## config.mk

```make
export PLATFORM = sky130hd
export DESIGN_NAME = ff_gather_load
export DESIGN_NICKNAME = d
export VERILOG_FILES = /design/src/rtl/ffg_pkg.sv /design/src/rtl/ffg_datapath.sv /design/src/rtl/ffg_ctrl.sv /design/src/rtl/ff_gather_load.sv
export SDC_FILE = /design/constraint.sdc
export NUM_CORES = 2
export LEC_CHECK = 0
export CAP_MARGIN = 20
export CORE_AREA = 2 2 306 308
export CTS_BUF_LIST = sky130_fd_sc_hd__clkbuf_4 sky130_fd_sc_hd__clkbuf_8 sky130_fd_sc_hd__clkbuf_16
export CTS_CLUSTER_DIAMETER = 100
export DETAILED_ROUTE_END_ITERATION = 6
export DIE_AREA = 0 0 308 310
export PLACE_DENSITY = 0.69
export SYNTH_ARGS = -nofsm -noshare
export SYNTH_HDL_FRONTEND = slang
export SYNTH_SLANG_ARGS = --single-unit
export TNS_END_PERCENT = 20
```

## constraint.sdc

```tcl
create_clock -name clk -period 5.7 [get_ports clk]
set_input_delay 1.425 -clock clk [delete_from_list [all_inputs] [get_ports clk]]
set_output_delay 1.425 -clock clk [all_outputs]
set_load 0.01 [all_outputs]
```

## src/rtl/ffg_pkg.sv

```systemverilog
package ffg_pkg;
  // Strobes from the sequencer to the datapath, valid for one cycle each
  typedef struct packed {
    logic init;       // capture operands, preset predicate, clear data
    logic step;       // advance to the next element
    logic writeLane;  // store response data into the current element
    logic clearFrom;  // clear predicate from current element upward
    logic finish;     // operation ends this cycle
    logic fault;      // real fault on the first active element
  } ffgStrobe_t;

  localparam int ESIZE_W = 2;
  localparam int MEM_DATA_W = 64;
endpackage

```

## src/rtl/ffg_datapath.sv

```systemverilog
module ffg_datapath
  import ffg_pkg::*;
#(
  parameter int VBYTES = 16,
  parameter int ADDR_W = 32,
  parameter int IDX_W  = 5
) (
  input  logic                     clk,
  input  logic                     rstN,
  input  ffgStrobe_t               s,
  input  logic [IDX_W-1:0]         idx,
  input  logic [VBYTES-1:0]        startPred,
  input  logic [ESIZE_W-1:0]       startEsize,
  input  logic [VBYTES*ADDR_W-1:0] startAddr,
  input  logic [MEM_DATA_W-1:0]    memRdata,
  output logic                     laneInRange,
  output logic                     laneActive,
  output logic [ADDR_W-1:0]        curAddr,
  output logic [ESIZE_W-1:0]       curEsize,
  output logic [VBYTES*8-1:0]      dataOut,
  output logic [VBYTES-1:0]        ffrOut
);
  localparam int BIDX_W = $clog2(VBYTES);
  localparam int DATA_W = VBYTES * 8;

  logic [VBYTES-1:0]  predR;
  logic [ESIZE_W-1:0] esizeR;
  logic [ADDR_W-1:0]  addrR [VBYTES];
  logic [VBYTES-1:0]  ffrR;
  logic [7:0]         dataB [VBYTES];

  logic [IDX_W-1:0]   numElems;
  logic [IDX_W-1:0]   bytePos;
  logic [BIDX_W-1:0]  bytePosLow;
  logic [8:0]         szMask;
  logic [VBYTES-1:0]  wrBytes;
  logic [VBYTES-1:0]  keepMask;
  logic [VBYTES-1:0]  initMask;
  logic [DATA_W-1:0]  alignedData;

  always_comb begin
    numElems    = IDX_W'(VBYTES) >> esizeR;
    bytePos     = idx << esizeR;
    bytePosLow  = bytePos[BIDX_W-1:0];
    laneInRange = idx < numElems;
    laneActive  = laneInRange && predR[bytePosLow];
    curAddr     = addrR[idx[BIDX_W-1:0]];
    curEsize    = esizeR;
    szMask      = (9'd1 << (4'd1 << esizeR)) - 9'd1;
    wrBytes     = VBYTES'(szMask) << bytePosLow;
    keepMask    = ~({VBYTES{1'b1}} << bytePosLow);
    alignedData = DATA_W'(memRdata) << {bytePosLow, 3'b000};
    for (int b = 0; b < VBYTES; b++)
      initMask[b] = ((b & ((1 << startEsize) - 1)) == 0);
  end

  always_ff @(posedge clk or negedge rstN) begin
    if (!rstN) begin
      predR  <= '0;
      esizeR <= '0;
      ffrR   <= '0;
      for (int i = 0; i < VBYTES; i++) addrR[i] <= '0;
    end else if (s.init) begin
      predR  <= startPred;
      esizeR <= startEsize;
      ffrR   <= initMask;
      for (int i = 0; i < VBYTES; i++) addrR[i] <= startAddr[i*ADDR_W +: ADDR_W];
    end else if (s.clearFrom) begin
      ffrR <= ffrR & keepMask;
    end
  end

  // One register byte per vector byte lane
  for (genvar b = 0; b < VBYTES; b++) begin : g_lane
    always_ff @(posedge clk or negedge rstN) begin
      if (!rstN)                        dataB[b] <= '0;
      else if (s.init)                  dataB[b] <= '0;
      else if (s.writeLane && wrBytes[b]) dataB[b] <= alignedData[b*8 +: 8];
    end
    assign dataOut[b*8 +: 8] = dataB[b];
  end

  assign ffrOut = ffrR;

  // outside of an init, predicate bits can only be cleared, never set
  p_ffr_monotone_r6: assert property (@(posedge clk) disable iff (!rstN)
    !s.init |=> ((ffrR & ~$past(ffrR)) == '0));

  // a real fault leaves the predicate untouched
  p_fault_keeps_ffr_r5: assert property (@(posedge clk) disable iff (!rstN)
    s.fault |=> (ffrR == $past(ffrR)));
endmodule

```

## src/rtl/ffg_ctrl.sv

```systemverilog
module ffg_ctrl
  import ffg_pkg::*;
#(
  parameter int IDX_W = 5
) (
  input  logic             clk,
  input  logic             rstN,
  input  logic             start,
  input  logic             laneInRange,
  input  logic             laneActive,
  input  logic             memAck,
  input  logic             memFault,
  output ffgStrobe_t       s,
  output logic [IDX_W-1:0] idx,
  output logic             memReq,
  output logic             busy,
  output logic             done,
  output logic             faultTaken
);
  typedef enum logic {S_IDLE, S_RUN} state_t;

  state_t stateR;
  logic   firstPending;

  always_comb begin
    s      = '0;
    memReq = 1'b0;
    if (stateR == S_IDLE) begin
      s.init = start;
    end else if (!laneInRange) begin
      s.finish = 1'b1;
    end else if (!laneActive) begin
      s.step = 1'b1;
    end else begin
      memReq = 1'b1;
      if (memAck) begin
        if (memFault) begin
          s.finish    = 1'b1;
          s.fault     = firstPending;
          s.clearFrom = !firstPending;
        end else begin
          s.writeLane = 1'b1;
          s.step      = 1'b1;
        end
      end
    end
  end

  always_ff @(posedge clk or negedge rstN) begin
    if (!rstN) begin
      stateR       <= S_IDLE;
      idx          <= '0;
      firstPending <= 1'b0;
      done         <= 1'b0;
      faultTaken   <= 1'b0;
    end else begin
      done       <= s.finish;
      faultTaken <= s.fault;
      if (s.init) begin
        stateR       <= S_RUN;
        idx          <= '0;
        firstPending <= 1'b1;
      end else begin
        if (s.step)      idx <= idx + 1'b1;
        if (s.writeLane) firstPending <= 1'b0;
        if (s.finish)    stateR <= S_IDLE;
      end
    end
  end

  assign busy = (stateR == S_RUN);

  // done never lasts two cycles
  p_done_pulse_r8: assert property (@(posedge clk) disable iff (!rstN)
    done |=> !done);

  // no request in the cycle the operation reports its end
  p_no_req_at_done_r7: assert property (@(posedge clk) disable iff (!rstN)
    done |-> !memReq);

  // a successful access moves to exactly the next element
  p_ascending_r3: assert property (@(posedge clk) disable iff (!rstN)
    (memReq && memAck && !memFault) |=> (idx == IDX_W'($past(idx) + 1'b1)));

  // a reported fault always arrives with done
  p_fault_with_done_r5: assert property (@(posedge clk) disable iff (!rstN)
    faultTaken |-> done);
endmodule

```

## src/rtl/ff_gather_load.sv

```systemverilog
module ff_gather_load
  import ffg_pkg::*;
#(
  parameter int VBYTES = 16,
  parameter int ADDR_W = 32
) (
  input  logic                     clk,
  input  logic                     rstN,
  input  logic                     start,
  input  logic [1:0]               esizeIn,
  input  logic [VBYTES-1:0]        predIn,
  input  logic [VBYTES*ADDR_W-1:0] addrIn,
  output logic                     memReq,
  output logic [ADDR_W-1:0]        memAddr,
  output logic [1:0]               memSize,
  input  logic                     memAck,
  input  logic [63:0]              memRdata,
  input  logic                     memFault,
  output logic [VBYTES*8-1:0]      dataOut,
  output logic [VBYTES-1:0]        ffrOut,
  output logic                     busy,
  output logic                     done,
  output logic                     faultTaken
);
  localparam int IDX_W = $clog2(VBYTES) + 1;

  ffgStrobe_t       strobes;
  logic [IDX_W-1:0] idx;
  logic             laneInRange;
  logic             laneActive;

  ffg_ctrl #(.IDX_W(IDX_W)) u_ctrl (
    .clk        (clk),
    .rstN       (rstN),
    .start      (start),
    .laneInRange(laneInRange),
    .laneActive (laneActive),
    .memAck     (memAck),
    .memFault   (memFault),
    .s          (strobes),
    .idx        (idx),
    .memReq     (memReq),
    .busy       (busy),
    .done       (done),
    .faultTaken (faultTaken)
  );

  ffg_datapath #(.VBYTES(VBYTES), .ADDR_W(ADDR_W), .IDX_W(IDX_W)) u_dp (
    .clk        (clk),
    .rstN       (rstN),
    .s          (strobes),
    .idx        (idx),
    .startPred  (predIn),
    .startEsize (esizeIn),
    .startAddr  (addrIn),
    .memRdata   (memRdata),
    .laneInRange(laneInRange),
    .laneActive (laneActive),
    .curAddr    (memAddr),
    .curEsize   (memSize),
    .dataOut    (dataOut),
    .ffrOut     (ffrOut)
  );
endmodule

```

* Yosys cells after proc, flatten, opt, wreduce, memory -nomap -nowiden
Cells that the tools add are included.
** Cells by class
- $lt $le $gt $ge :: 3
- Shifts and indexed selects :: 8
- Reductions and logical operators :: 53
- Bitwise operators :: 3
- Muxes and demuxes :: 58
- $add $sub $neg :: 3
** Operators with widths (count)
- $logic_not A32 Y1 :: 15
- $mux W8 :: 32
- $bmux W32 S4 :: 1
- $shl A64 B7 Y128 :: 1
- $mux W32 :: 2
- $reduce_bool A2 Y1 :: 20
- $mux W16 :: 2
- $mux W5 :: 4
- $logic_and A1 B1 Y1 :: 17
- $and A16 B16 Y16 :: 1
- $not A16 Y16 :: 1
- $shl A16 B4 Y16 const A :: 1
- $shl A9 B4 Y16 :: 1
- $mux W1 :: 12
- $shl A1 B4 Y9 const A :: 1
- $sub A9 B1 Y9 const B :: 1
- $shl A1 B2 Y4 const A :: 2
- $mux W3 :: 2
- $add A5 B1 Y5 const B :: 1
- $ge A5 B5 Y1 const B :: 1
- $lt A4 B5 Y1 const B :: 1
- $lt A5 B5 Y1 :: 1
- $not A4 Y5 :: 1
- $shl A5 B2 Y4 :: 1
- 6 further kinds :: 6
** Word-level totals
- Logic and storage cells :: 168
- Register bits after elaboration :: 683

* Depth between registers and ports, before layout
- Word-level depth :: 10
- Gate-level depth with buffers :: 16
- Depth with buffers taken out :: 10

* Hierarchy
A second synthesis with hierarchy kept.
** Second synthesis, totals
- Cell total of the unflattened synthesis :: 2221
- Area total of the unflattened synthesis :: 32636.3 µm²
** By module, submodules not included
- ffg_datapath :: instances 1, cells each 2178, area each 32194.6 µm²
- ffg_ctrl :: instances 1, cells each 43, area each 441.7 µm²

* Least setup slack after synthesis
OpenSTA, ideal clock, no wires.
- Path kind :: reg-to-output
- Start :: register u_ctrl.idx[1]
- End :: output port memAddr[13]
- Arrival time :: 2232 ps
- Setup slack :: 2043 ps
- Path buffers :: 5
- Stages on the path, launching flop included :: 9
- Path through :: dfrtp_1 -> buf_2 -> buf_2 -> buf_2 -> buf_2 -> clkbuf_1 -> mux4_2 -> a22oi_1 -> nand2_1
** Between the ends
- Word-level cells in the longest chain between the ends :: 4
** RTL lines
- start, declared :: line ffg_ctrl.sv:14 : output logic [IDX_W-1:0] idx,
- start signal, assigned :: line ffg_ctrl.sv:64 : if (s.step) idx <= idx + 1'b1;
- $not A4 Y5 (not written as such) :: line ffg_datapath.sv:47 : curAddr = addrR[idx[BIDX_W-1:0]];
- $bmux W32 S4 :: line ffg_datapath.sv:47
- $mux W32 (not written as such) (2 in series) :: line ffg_datapath.sv:47
- end, declared :: line ff_gather_load.sv:14 : output logic [ADDR_W-1:0] memAddr,
Every way passes these cells. The select of a mux whose other input is x is not followed.

* Worst setup path in the final report
- Start :: register u_ctrl.idx[0]
- End :: output port memAddr[19]
Same word-level chain as after synthesis.

==> metrics <==
critical path class=reg2out; min-delay worst type=reg2reg; Slew HR=0.2782; CTS Root Cell=clkbuf_16; Synth Cell Area=33300 um^2; final worst path period share=0.9506; vias in the first global route=29510; Lkg Pwr=21.33 nW; unrepaired setup endpoints after global routing=no; CTS tree=yes; Setup TNS Final=0 ps; Post-Synthesis Cells=3714; GR Overflow Total=0; Critical R2R Capture=u_dp.dataOut[120]; 1st-iter DRT viols=3186; die area=95480 um^2; gpl congestion=0.9375; clk buf depth=3; clk slew on worst S/H paths=60 ps; vias per inst=5.309; I/O Buffers=780; routed via count=30010; final-stage net count=4987; outcome=finished, final reports clean; Top-Level Pins=781; Period minus WS final=5418 ps; die height=310 um; ys flop type=dfrtp_1; pwr dens=561.0 nW/um^2; Initial Util=0.3601; Crit path arrival time=3990 ps; Synth async-reset ratio=1.000; Final setup viols=0; Routed WL=143000 um; row count=112; Crit Path Max Fanout=64; CP Data Required Time=4280 ps; Peak Freq=0.1846 GHz; Post-CTS Setup Inserts=0; Inst Count DP=5500; crit path to=memAddr[19]; global-route wire length before repair=202700 um; hpwl dp=108100 um; Routed Antenna Nets=0; Synth Register Bits=683; core area=92490 um^2; GRT Util Overall=0.2927; CP Launch Type=flop; largest net degree at the start of global routing=211; number of flops mapped to enable cells by yosys=0; initial antenna violation count=23; DRC errors left=0; count of pins over their slew limit=0; Syn Nets=4318; CTS resizes=0; CTS buffer count=77; sequential share of the synthesized area=0.5132; # hold bufs at CTS=0; Slew @ Worst Pin=1083 ps; R2R depth=10; R2R Path Start=u_dp.curEsize[0]; CTS H-tree lvls=3; syn avg cell area=8.967 um^2; die extent in x=308 um; maxcap violations=0; Peak VDD IR=283.0 uV; Final Skew=61.42 ps; Skew-Pair Late Insertion Delay=660 ps; Reg2Reg Setup Slack=1530 ps; share of cells above drive strength 1=0.08273; post-synthesis cell type count=77; Post-Layout Cell Count=5652; Critical Path Source=u_ctrl.idx[0]; wire length per cell=25.30 um; clock sink total=683; Area Overhead vs Synth=35.21%; First-pass DRT Iterations=7; Yosys Warn Count=0; Final Hold Viols=0; crit path capture type=output port
==> final cells by class <==
class / instances / area [um^2]
clock buffers: 114 / 2349
fillers: 8612 / 47460
diodes: 7 / 17.52
multi-input cells: 2766 / 15090
inverters: 14 / 52.55
repair buffers: 841 / 8474
well taps: 1197 / 1498
clock inverters: 30 / 450.4
flip-flops and latches: 683 / 17100
==> synth_stat cells (all sizes together), types with 2 or more instances <==
master,count,area [um^2]
or2,7,43.79
o21bai,3,22.52
a31o,10,87.59
or3,8,50.05
o22a,2,17.52
nor2,82,326.6
o221ai,10,93.84
o2bb2ai,5,43.79
a31oi,14,93.84
o31a,2,17.52
a21o,3,22.52
nor2b,10,67.57
mux2i,258,2586
buf,80,465.4
and3,5,31.28
and4,2,17.52
a21oi,64,331.6
nand2b,11,68.82
a22oi,47,352.8
inv,14,52.55
o22ai,4,25.02
clkbuf,171,641.9
o211ai,3,27.52
nand4,7,58.81
o21ai,147,739.5
ha,5,62.56
nor3b,5,58.80
nand3,51,302.8
a211o,2,17.52
nand3b,5,37.54
dfrtp,683,17090
or3b,2,17.52
nor3,8,56.31
a221oi,33,289.0
o21a,7,52.55
nor4b,2,23.77
mux4,65,1464
mux2,51,574.3
a211oi,3,22.52
nand2,1802,6771
and2,6,37.54
a2bb2oi,6,52.55
==> state kept, by name (all words and copies together), names as in the netlist <==
signal               flops
u_ctrl.busy              1
u_ctrl.done              1
u_ctrl.faultTaken        1
u_ctrl.firstPending      1
u_ctrl.idx               5
u_dp.addrR             512
u_dp.curEsize            2
u_dp.dataOut           128
u_dp.ffrOut             16
u_dp.predR              16
==> routing by layer <==
metal  track usage  vias to the layer above  routed length, um
met5             0                        -                156
met3       0.05592                      327              10850
met1        0.3646                    14600              55480
li1              -                    13590                  -
met4        0.1594                       26               8454
met2        0.4818                     1474              68070
==> critical path: stages (launching register included) <==
cell and delay (ps):
dfrtp_4 1040, buf_4 560, mux2i_1 140, a221oi_1 550, buf_4 240, o21ai_0 100
nand2_1 150, clkdlybuf4s50_1 550
==> through the flow <==
stage | instance area [um^2] | power (W) | hold slack, ps | worst slack [ps] | utilization
after global routing | 45030 | 0.02659 | 493.9 | 140.5 | 0.4868
after floorplan | 33300 | 0.01472 | 437.4 | 2043 | -
after detailed placement | 42210 | 0.01983 | 458.1 | 871.9 | 0.4563
final | 45030 | 0.02526 | 472.0 | 281.7 | 0.4869
after CTS | 45010 | 0.02531 | 472.8 | 184.6 | 0.4866
after global placement | 42200 | 0.01966 | 453.2 | 848.7 | 0.4562
==> how the worst min path moves through the flow <==
stage | start | slack, ps | to | cells past startpoint
after global placement | u_dp.addrR[148] | 450 | u_dp.addrR[148] | 2
final | u_dp.addrR[29] | 470 | u_dp.addrR[29] | 2
after floorplan | u_dp.predR[5] | 440 | u_dp.predR[5] | 2
after global routing | u_dp.addrR[414] | 490 | u_dp.addrR[414] | 2
after CTS | u_dp.addrR[145] | 470 | u_dp.addrR[145] | 2
after detailed placement | u_dp.addrR[416] | 460 | u_dp.addrR[416] | 2
==> report_power, final <==
group / internal [W] / switching (W) / total [W]
sequential: 0.00692 / 0.00165 / 0.00857
clock: 0.00318 / 0.00221 / 0.00539
combinational: 0.00473 / 0.00657 / 0.0113
total: 0.0148 / 0.0104 / 0.0253
==> layout by cell type (no fill, tap or decap), types with 7 or more instances in the layout <==
| cell type | count |
|---|---|
| buf_12 | 16 |
| o21ai_0 | 142 |
| inv_1 | 14 |
| diode_2 | 7 |
| clkbuf_8 | 23 |
| nor2_1 | 80 |
| or3_1 | 8 |
| mux4_2 | 65 |
| mux2_2 | 51 |
| nand2_1 | 1800 |
| nand2b_1 | 10 |
| clkinv_2 | 14 |
| clkbuf_4 | 15 |
| o21a_1 | 7 |
| dfrtp_1 | 679 |
| o221ai_1 | 9 |
| a21oi_1 | 63 |
| a221oi_1 | 33 |
| buf_4 | 43 |
| a22oi_1 | 47 |
| a31oi_1 | 13 |
| clkdlybuf4s50_1 | 779 |
| nand3_1 | 46 |
| clkbuf_16 | 77 |
| a31o_2 | 8 |
| mux2i_1 | 257 |
==> cell families (layout without fill, tap and decap cells) <==
group,count (synthesis),after routing,synth area share
muxes,374,374,0.1389
adders and majority gates,5,5,0.001878
AOI/OAI and AO/OA,373,373,0.07161
other,0,7,0
buffers and inverters,265,999,0.03483
DFF,683,683,0.5132
and+or+nand+nor,2014,2014,0.2396
Power figures use the tool's default switching activity.
